## config.mk

```make
export PLATFORM = sky130hd
export DESIGN_NAME = irq_route_ctrl
export DESIGN_NICKNAME = d
export VERILOG_FILES = /design/src/rtl/irq_route_pkg.sv /design/src/rtl/irq_src_cond.sv /design/src/rtl/irq_regfile.sv /design/src/rtl/irq_parent_merge.sv /design/src/rtl/irq_route_ctrl.sv
export SDC_FILE = /design/constraint.sdc
export NUM_CORES = 1
export LEC_CHECK = 0
export CORE_AREA = 2 2 202 204
export DETAILED_ROUTE_END_ITERATION = 16
export DIE_AREA = 0 0 204 206
export PLACE_DENSITY = 0.8
export SYNTH_ARGS = -nofsm -noshare
export SYNTH_HDL_FRONTEND = slang
export SYNTH_SLANG_ARGS = --single-unit
```

## constraint.sdc

```tcl
create_clock -name clk -period 3.6 [get_ports clk]
set_input_delay 0.36 -clock clk [delete_from_list [all_inputs] [get_ports clk]]
set_output_delay 0.36 -clock clk [all_outputs]
set_load 0.005 [all_outputs]
```

## src/rtl/irq_route_pkg.sv

```systemverilog
package irq_route_pkg;
  localparam int ADDR_W = 8;

  localparam logic [ADDR_W-1:0] OFF_EN_STAT = 8'h24;
  localparam logic [ADDR_W-1:0] OFF_EN_SET  = 8'h28;
  localparam logic [ADDR_W-1:0] OFF_EN_CLR  = 8'h2C;
  localparam logic [ADDR_W-1:0] OFF_POL     = 8'h30;
  localparam logic [ADDR_W-1:0] OFF_EDGE    = 8'h34;
  localparam logic [ADDR_W-1:0] OFF_PEND    = 8'h40;

  typedef enum logic [2:0] {
    SEL_NONE, SEL_ROUTE, SEL_EN_STAT, SEL_EN_SET,
    SEL_EN_CLR, SEL_POL, SEL_EDGE, SEL_PEND
  } reg_sel_e;

  function automatic reg_sel_e decode_sel(input logic [ADDR_W-1:0] a,
                                          input int unsigned nsrc);
    reg_sel_e r;
    r = SEL_NONE;
    if (32'(a) < nsrc) r = SEL_ROUTE;
    else begin
      case (a)
        OFF_EN_STAT: r = SEL_EN_STAT;
        OFF_EN_SET:  r = SEL_EN_SET;
        OFF_EN_CLR:  r = SEL_EN_CLR;
        OFF_POL:     r = SEL_POL;
        OFF_EDGE:    r = SEL_EDGE;
        OFF_PEND:    r = SEL_PEND;
        default:     r = SEL_NONE;
      endcase
    end
    return r;
  endfunction
endpackage

```

## src/rtl/irq_src_cond.sv

```systemverilog
module irq_src_cond (
  input  logic clk,
  input  logic rst_n,
  input  logic src_i,
  input  logic pol,
  input  logic edge_sel,
  input  logic pend_clr,
  output logic active_o
);
  logic s1_q, s2_q, s3_q, pend_q;
  logic det, pend_d;

  // Edge detection on the synchronised input; a detection wins over a clear.
  always_comb begin
    det    = pol ? (s2_q & ~s3_q) : (~s2_q & s3_q);
    pend_d = det | (pend_q & ~pend_clr);
  end

  always_ff @(posedge clk or negedge rst_n) begin
    if (!rst_n) begin
      s1_q   <= 1'b0;
      s2_q   <= 1'b0;
      s3_q   <= 1'b0;
      pend_q <= 1'b0;
    end else begin
      s1_q   <= src_i;
      s2_q   <= s1_q;
      s3_q   <= s2_q;
      pend_q <= pend_d;
    end
  end

  assign active_o = edge_sel ? pend_q : (pol ? s2_q : ~s2_q);
endmodule

```

## src/rtl/irq_regfile.sv

```systemverilog
module irq_regfile
  import irq_route_pkg::*;
#(
  parameter int NUM_SRC = 32,
  parameter int RW      = 8,
  parameter int DATA_W  = 32
) (
  input  logic                         clk,
  input  logic                         rst_n,
  input  logic                         req,
  input  logic                         we,
  input  logic [ADDR_W-1:0]            addr,
  input  logic [DATA_W-1:0]            wdata,
  input  logic [NUM_SRC-1:0]           pend_status,
  output logic [NUM_SRC-1:0]           enable_o,
  output logic [NUM_SRC-1:0]           pol_o,
  output logic [NUM_SRC-1:0]           edge_o,
  output logic [NUM_SRC-1:0][RW-1:0]   route_o,
  output logic [NUM_SRC-1:0]           pend_clr_o,
  output logic [DATA_W-1:0]            rdata,
  output logic                         rvalid
);
  localparam int SIDX_W = (NUM_SRC > 1) ? $clog2(NUM_SRC) : 1;

  reg_sel_e sel;
  logic wr, rd;
  logic [NUM_SRC-1:0]         en_q, en_d, pol_q, pol_d, edge_q, edge_d;
  logic [NUM_SRC-1:0][RW-1:0] route_q, route_d;
  logic [DATA_W-1:0]          rdata_q, rdata_d;
  logic                       rvalid_q;
  logic                       cfg_upd;

  always_comb begin
    sel = decode_sel(addr, NUM_SRC);
    wr  = req & we;
    rd  = req & ~we;
    cfg_upd = wr & (sel != SEL_NONE) & (sel != SEL_PEND) & (sel != SEL_EN_STAT);

    en_d    = en_q;
    pol_d   = pol_q;
    edge_d  = edge_q;
    route_d = route_q;
    pend_clr_o = '0;
    if (wr) begin
      case (sel)
        SEL_EN_SET: en_d   = en_q | wdata[NUM_SRC-1:0];
        SEL_EN_CLR: en_d   = en_q & ~wdata[NUM_SRC-1:0];
        SEL_POL:    pol_d  = wdata[NUM_SRC-1:0];
        SEL_EDGE:   edge_d = wdata[NUM_SRC-1:0];
        SEL_PEND:   pend_clr_o = wdata[NUM_SRC-1:0];
        SEL_ROUTE:  route_d[addr[SIDX_W-1:0]] = wdata[RW-1:0];
        default: ;
      endcase
    end

    rdata_d = '0;
    case (sel)
      SEL_ROUTE:   rdata_d[RW-1:0]      = route_q[addr[SIDX_W-1:0]];
      SEL_EN_STAT: rdata_d[NUM_SRC-1:0] = en_q;
      SEL_POL:     rdata_d[NUM_SRC-1:0] = pol_q;
      SEL_EDGE:    rdata_d[NUM_SRC-1:0] = edge_q;
      SEL_PEND:    rdata_d[NUM_SRC-1:0] = pend_status;
      default: ;
    endcase
  end

  always_ff @(posedge clk or negedge rst_n) begin
    if (!rst_n) begin
      en_q    <= '0;
      pol_q   <= '0;
      edge_q  <= '0;
      route_q <= '0;
    end else if (cfg_upd) begin
      en_q    <= en_d;
      pol_q   <= pol_d;
      edge_q  <= edge_d;
      route_q <= route_d;
    end
  end

  always_ff @(posedge clk or negedge rst_n) begin
    if (!rst_n) begin
      rdata_q  <= '0;
      rvalid_q <= 1'b0;
    end else begin
      rvalid_q <= rd;
      if (rd) rdata_q <= rdata_d;
    end
  end

  assign enable_o = en_q;
  assign pol_o    = pol_q;
  assign edge_o   = edge_q;
  assign route_o  = route_q;
  assign rdata    = rdata_q;
  assign rvalid   = rvalid_q;
endmodule

```

## src/rtl/irq_parent_merge.sv

```systemverilog
module irq_parent_merge #(
  parameter int NUM_SRC  = 32,
  parameter int NUM_PAR  = 4,
  parameter int NUM_CORE = 4,
  parameter int OBS_CORE = 0
) (
  input  logic [NUM_SRC-1:0]                        status,
  input  logic [NUM_SRC-1:0][NUM_PAR+NUM_CORE-1:0]  route,
  output logic [NUM_PAR-1:0]                        parent_o
);
  for (genvar k = 0; k < NUM_PAR; k++) begin : g_par
    logic hit;
    always_comb begin
      hit = 1'b0;
      for (int i = 0; i < NUM_SRC; i++) begin
        hit = hit | (status[i] & route[i][NUM_CORE+k] & route[i][OBS_CORE]);
      end
    end
    assign parent_o[k] = hit;
  end
endmodule

```

## src/rtl/irq_route_ctrl.sv

```systemverilog
module irq_route_ctrl
  import irq_route_pkg::*;
#(
  parameter int NUM_SRC  = 32,
  parameter int NUM_PAR  = 4,
  parameter int NUM_CORE = 4,
  parameter int OBS_CORE = 0,
  parameter int DATA_W   = 32
) (
  input  logic                 clk,
  input  logic                 rst_n,
  input  logic [NUM_SRC-1:0]   src_i,
  input  logic                 reg_req,
  input  logic                 reg_we,
  input  logic [ADDR_W-1:0]    reg_addr,
  input  logic [DATA_W-1:0]    reg_wdata,
  output logic [DATA_W-1:0]    reg_rdata,
  output logic                 reg_rvalid,
  output logic [NUM_PAR-1:0]   parent_irq
);
  localparam int RW = NUM_PAR + NUM_CORE;

  logic [NUM_SRC-1:0]         en_q, pol, edge_sel, pend_clr, active, pend_status;
  logic [NUM_SRC-1:0][RW-1:0] route;

  irq_regfile #(.NUM_SRC(NUM_SRC), .RW(RW), .DATA_W(DATA_W)) u_regs (
    .clk(clk), .rst_n(rst_n), .req(reg_req), .we(reg_we), .addr(reg_addr),
    .wdata(reg_wdata), .pend_status(pend_status), .enable_o(en_q),
    .pol_o(pol), .edge_o(edge_sel), .route_o(route), .pend_clr_o(pend_clr),
    .rdata(reg_rdata), .rvalid(reg_rvalid)
  );

  for (genvar i = 0; i < NUM_SRC; i++) begin : g_src
    irq_src_cond u_cond (
      .clk(clk), .rst_n(rst_n), .src_i(src_i[i]), .pol(pol[i]),
      .edge_sel(edge_sel[i]), .pend_clr(pend_clr[i]), .active_o(active[i])
    );
  end

  assign pend_status = active & en_q;

  irq_parent_merge #(.NUM_SRC(NUM_SRC), .NUM_PAR(NUM_PAR), .NUM_CORE(NUM_CORE),
                     .OBS_CORE(OBS_CORE)) u_merge (
    .status(pend_status), .route(route), .parent_o(parent_irq)
  );
endmodule

```

==> summary.md <==
| Metric | Value |
|---|---|
| Worst-path fanout max | `4` |
| Multi-input logic area | `around 11000 um2` |
| DP HPWL | `62800 um` |
| Die W | `204 um` |
| Total Power | `12.6 mW` |
| Remaining antenna violation count | `0` |
| Post-synthesis cell area | `around 24000 um2` |
| Vias | `around 19000` |
| Slew Limit Fails | `0` |
| Worst-path clk slew | `roughly 0.060 ns` |
| Fmax | `between 200 and 300 MHz` |
| Worst-path cell chain | `xor2_1 > o21ai_0 > nand4_1 > nand4_1 > a2111oi_1 > nand4bb_1 > clkdlybuf4s50_1` |
| Slowest cell on crit path | `clkdlybuf4s50_1` |
| Residual DRC | `0` |
| Global-route wire length before repair | `128000 um` |
| Router iterations before antenna repair | `7` |
| Crit end category | `primary output` |
| Post-synthesis sequential area ratio | `53.4%` |
| Fillcell total | `~2700` |
| Worst Path Arrival | `approximately 3.2 ns` |
| Fin. Hold Viols | `0` |
| Core footprint | `approximately 40000 um2` |
| CP delay by family, top | `simple AND/OR/NAND/NOR gates` |
| Die Y | `between 200 and 250 um` |
| Ports | `around 110` |
| P_sw | `approximately 3.0 mW` |
| CTS tree | `built` |
| Comb pwr share | `about 6.5%` |
| RSZ-0062 raised after global routing | `no` |
| Clock sinks | `slightly above 500` |
| Clk root buf | `clkbuf_16` |
| Initial Util | `59.8%` |
| Commonest non-fill, non-tap cell in the layout | `dfrtp_1` |
| Power Internal | `about 9.6 mW` |
| Register area | `roughly 13000 um2` |
| Die Area | `~42000 um2` |
| Status | `completed` |
| IO Port Bufs | `112` |
| CP Data Required Time | `3.24 ns` |
| EDFF count, synth | `0` |
| Post-route clock period utilization | `between 90% and 100%` |
| Total GRT Usage | `approximately 43%` |
| Final instance area | `~28000 um2` |
| Commonest cells after routing, fill and taps aside | `504 x dfrtp_1, 325 x mux2_2, 149 x nand2_1` |
| GPL Wtd Cong | `1.06` |
| Wire length per cell | `between 30 and 40 um` |
| Least-Margin Pin Slew | `roughly 1.0 ns` |
| Dpl cell area | `26200 um2` |
| Worst Skew | `approximately 0.013 ns` |
| Synth cell types | `60` |
| Startpoint types | `flip-flop` |
| Worst min path class | `input pin to flip-flop` |
| Vias in the first global route | `between 15000 and 20000` |
| Sw Ratio | `about a quarter` |
| Slew headroom | `between 30% and 40%` |
| Async SR Flop Fraction | `100%` |
| Drt via density | `between 7 and 8` |
| Cells after synthesis | `~2000` |
| #FFs+latches synth | `a little over 500` |
| Core Util, Final | `slightly above 70%` |
| Initial DRC Count | `about 2500` |
| Share of cells above drive strength 1 | `a little under a third` |
| Minimum clock period | `approximately 3.6 ns` |
| Inserted Clock Buffers | `53` |
| Mean Syn Cell Area | `approximately 12 um2` |
| Syn Nets | `around 2000` |
| Setup Crit Path Kind | `flip-flop to primary output` |
| Most used cell, CP | `nand4_1` |
| Final setup violation count | `0` |
| Max Cap Viol | `0` |
| Largest net degree at the start of global routing | `99` |
| Worst path bufs/invs | `1` |
| H-tree depth | `2` |
| Initial antenna violation count | `6` |
| Crit path largest cell delay | `~0.52 ns` |
| Peak supply drop | `0.395 mV` |
| Max clock buf depth | `3` |
| Sequential power share | `approximately half` |
| Area growth, synth to finish | `18.1%` |
| Ant diodes | `0` |
| Ys flop type | `dfrtp_1` |
| Final #Nets | `2208` |
| WL final | `roughly 89000 um` |
| Clk_lat worst skew | `a little over 0.6 ns` |
| Pwr dens | `approximately 440 nW/um2` |
| Row Count | `74` |
| Post-Route Setup TNS | `0 ns` |
| Synth Warn # | `0` |
| Total grt overflow | `0` |
| Clock network fraction of total power | `~45%` |
| Leak Pwr | `between 10 and 15 nW` |
-- layer usage --
layer	vias up	part of all wire, %	global-route usage, %
li1	7790	-	-
met1	9916	39	57.3
met2	1235	44	64.3
met3	269	10	11.6
met4	10	6.0	22.8
met5	-	0.077	0
-- worst paths after layout --
kind / slack (ns) / startpoint / cells after the start / end
setup / recovery: 0.02 / g_src[7].u_cond.s2_q / 7 / parent_irq[0]
max in group asynchronous: 2.15 / rst_n / 3 / u_regs.route_o[147]
hold / removal: 0.18 / src_i[15] / 1 / g_src[15].u_cond.s1_q
min in group asynchronous: 0.42 / rst_n / 2 / g_src[8].u_cond.s1_q
hold reg to reg: 0.35 / g_src[18].u_cond.s1_q / 0 / g_src[18].u_cond.s2_q
setup reg to reg: 1.48 / u_regs.route_o[79] / 6 / u_regs.rdata[7]
-- cells by family (layout without fill, tap and decap cells) --
group / Yosys count / count (layout) / synth area share [%]
flip-flops: 513 / 513 / 53.4
AND/OR/NAND/NOR: 554 / 554 / 11.3
AO/OA/AOI/OAI: 352 / 352 / 10.5
buffers and inverters: 123 / 327 / 2.12
multiplexers: 398 / 398 / 21.5
XOR/XNOR: 30 / 30 / 1.09
-- repair_timing --
item / CTS / global route
endpoints found under the hold margin: 83 / 0
gates resized for setup: 68 / 17
setup buffers: 14 / 7
endpoints found under the setup margin: 4 / 3
hold buffers: 1 / 0
pin swaps: 8 / 7
cloned: 0 / 0
-- area by class of cell --
type / instances / share of cell area [%]
Clock buffer: 72 / 5.46
Clock inverter: 25 / 0.886
Inverter: 5 / 0.0661
Multi-Input combinational cell: 1334 / 38.7
Sequential cell: 513 / 45.3
Tap cell: 532 / 2.34
Timing Repair Buffer: 225 / 7.33
-- cells in the mapped netlist, types with 9 or more instances --
cell type,n,area share [%]
a221o_1,39,1.6
a221oi_1,16,0.58
and4_1,21,0.77
nor2_1,119,1.9
a211oi_1,10,0.31
mux2_2,325,15
nand2b_1,12,0.31
and3_1,38,0.99
nand3_1,87,1.8
a21oi_1,10,0.21
clkbuf_1,74,1.2
xor2_1,27,0.98
nand2_1,149,2.3
a31oi_1,65,1.7
buf_2,23,0.48
o21ai_0,85,1.8
nand4_1,37,0.96
a22oi_1,42,1.3
a22o_1,37,1.3
a32oi_1,11,0.40
dfrtp_1,513,53
nor3_1,44,0.92
mux4_2,62,5.8
nor2b_1,9,0.23
buf_1,16,0.25
mux2i_1,11,0.46
-- through the flow --
| step | setup WS [ns] | cells | hold slack [ns] |
|---|---|---|---|
| after floorplan | 0.968 | 1970 | 0.0644 |
| after global placement | 0.211 | 2587 | 0.333 |
| after detailed placement | 0.222 | 2587 | 0.336 |
| after CTS | 0.0105 | 2699 | 0.179 |
| after global routing | 0.0152 | 2706 | 0.173 |
| final | 0.0237 | 2706 | 0.178 |
-- power groups by stage --
stage | sequential (mW) | clock, mW | combinational [mW]
final | 6.11 | 5.67 | 0.816
after global routing | 6.12 | 5.95 | 0.873
after global placement | 6.19 | 0 | 0.759
after CTS | 6.10 | 5.70 | 0.799
after floorplan | 6.14 | 0 | 0.375
after detailed placement | 6.20 | 0 | 0.778
-- registers in the layout, indices dropped and copies added, names as in the netlist, named ones only --
register / cells
u_regs.route_o: 256
g_src.u_cond.pend_q: 32
g_src.u_cond.s1_q: 32
g_src.u_cond.s2_q: 32
g_src.u_cond.s3_q: 32
u_regs.edge_o: 32
u_regs.pol_o: 32
u_regs.rdata: 32
u_regs.rvalid: 1
Note: power is estimated with default switching activity, not from simulation.
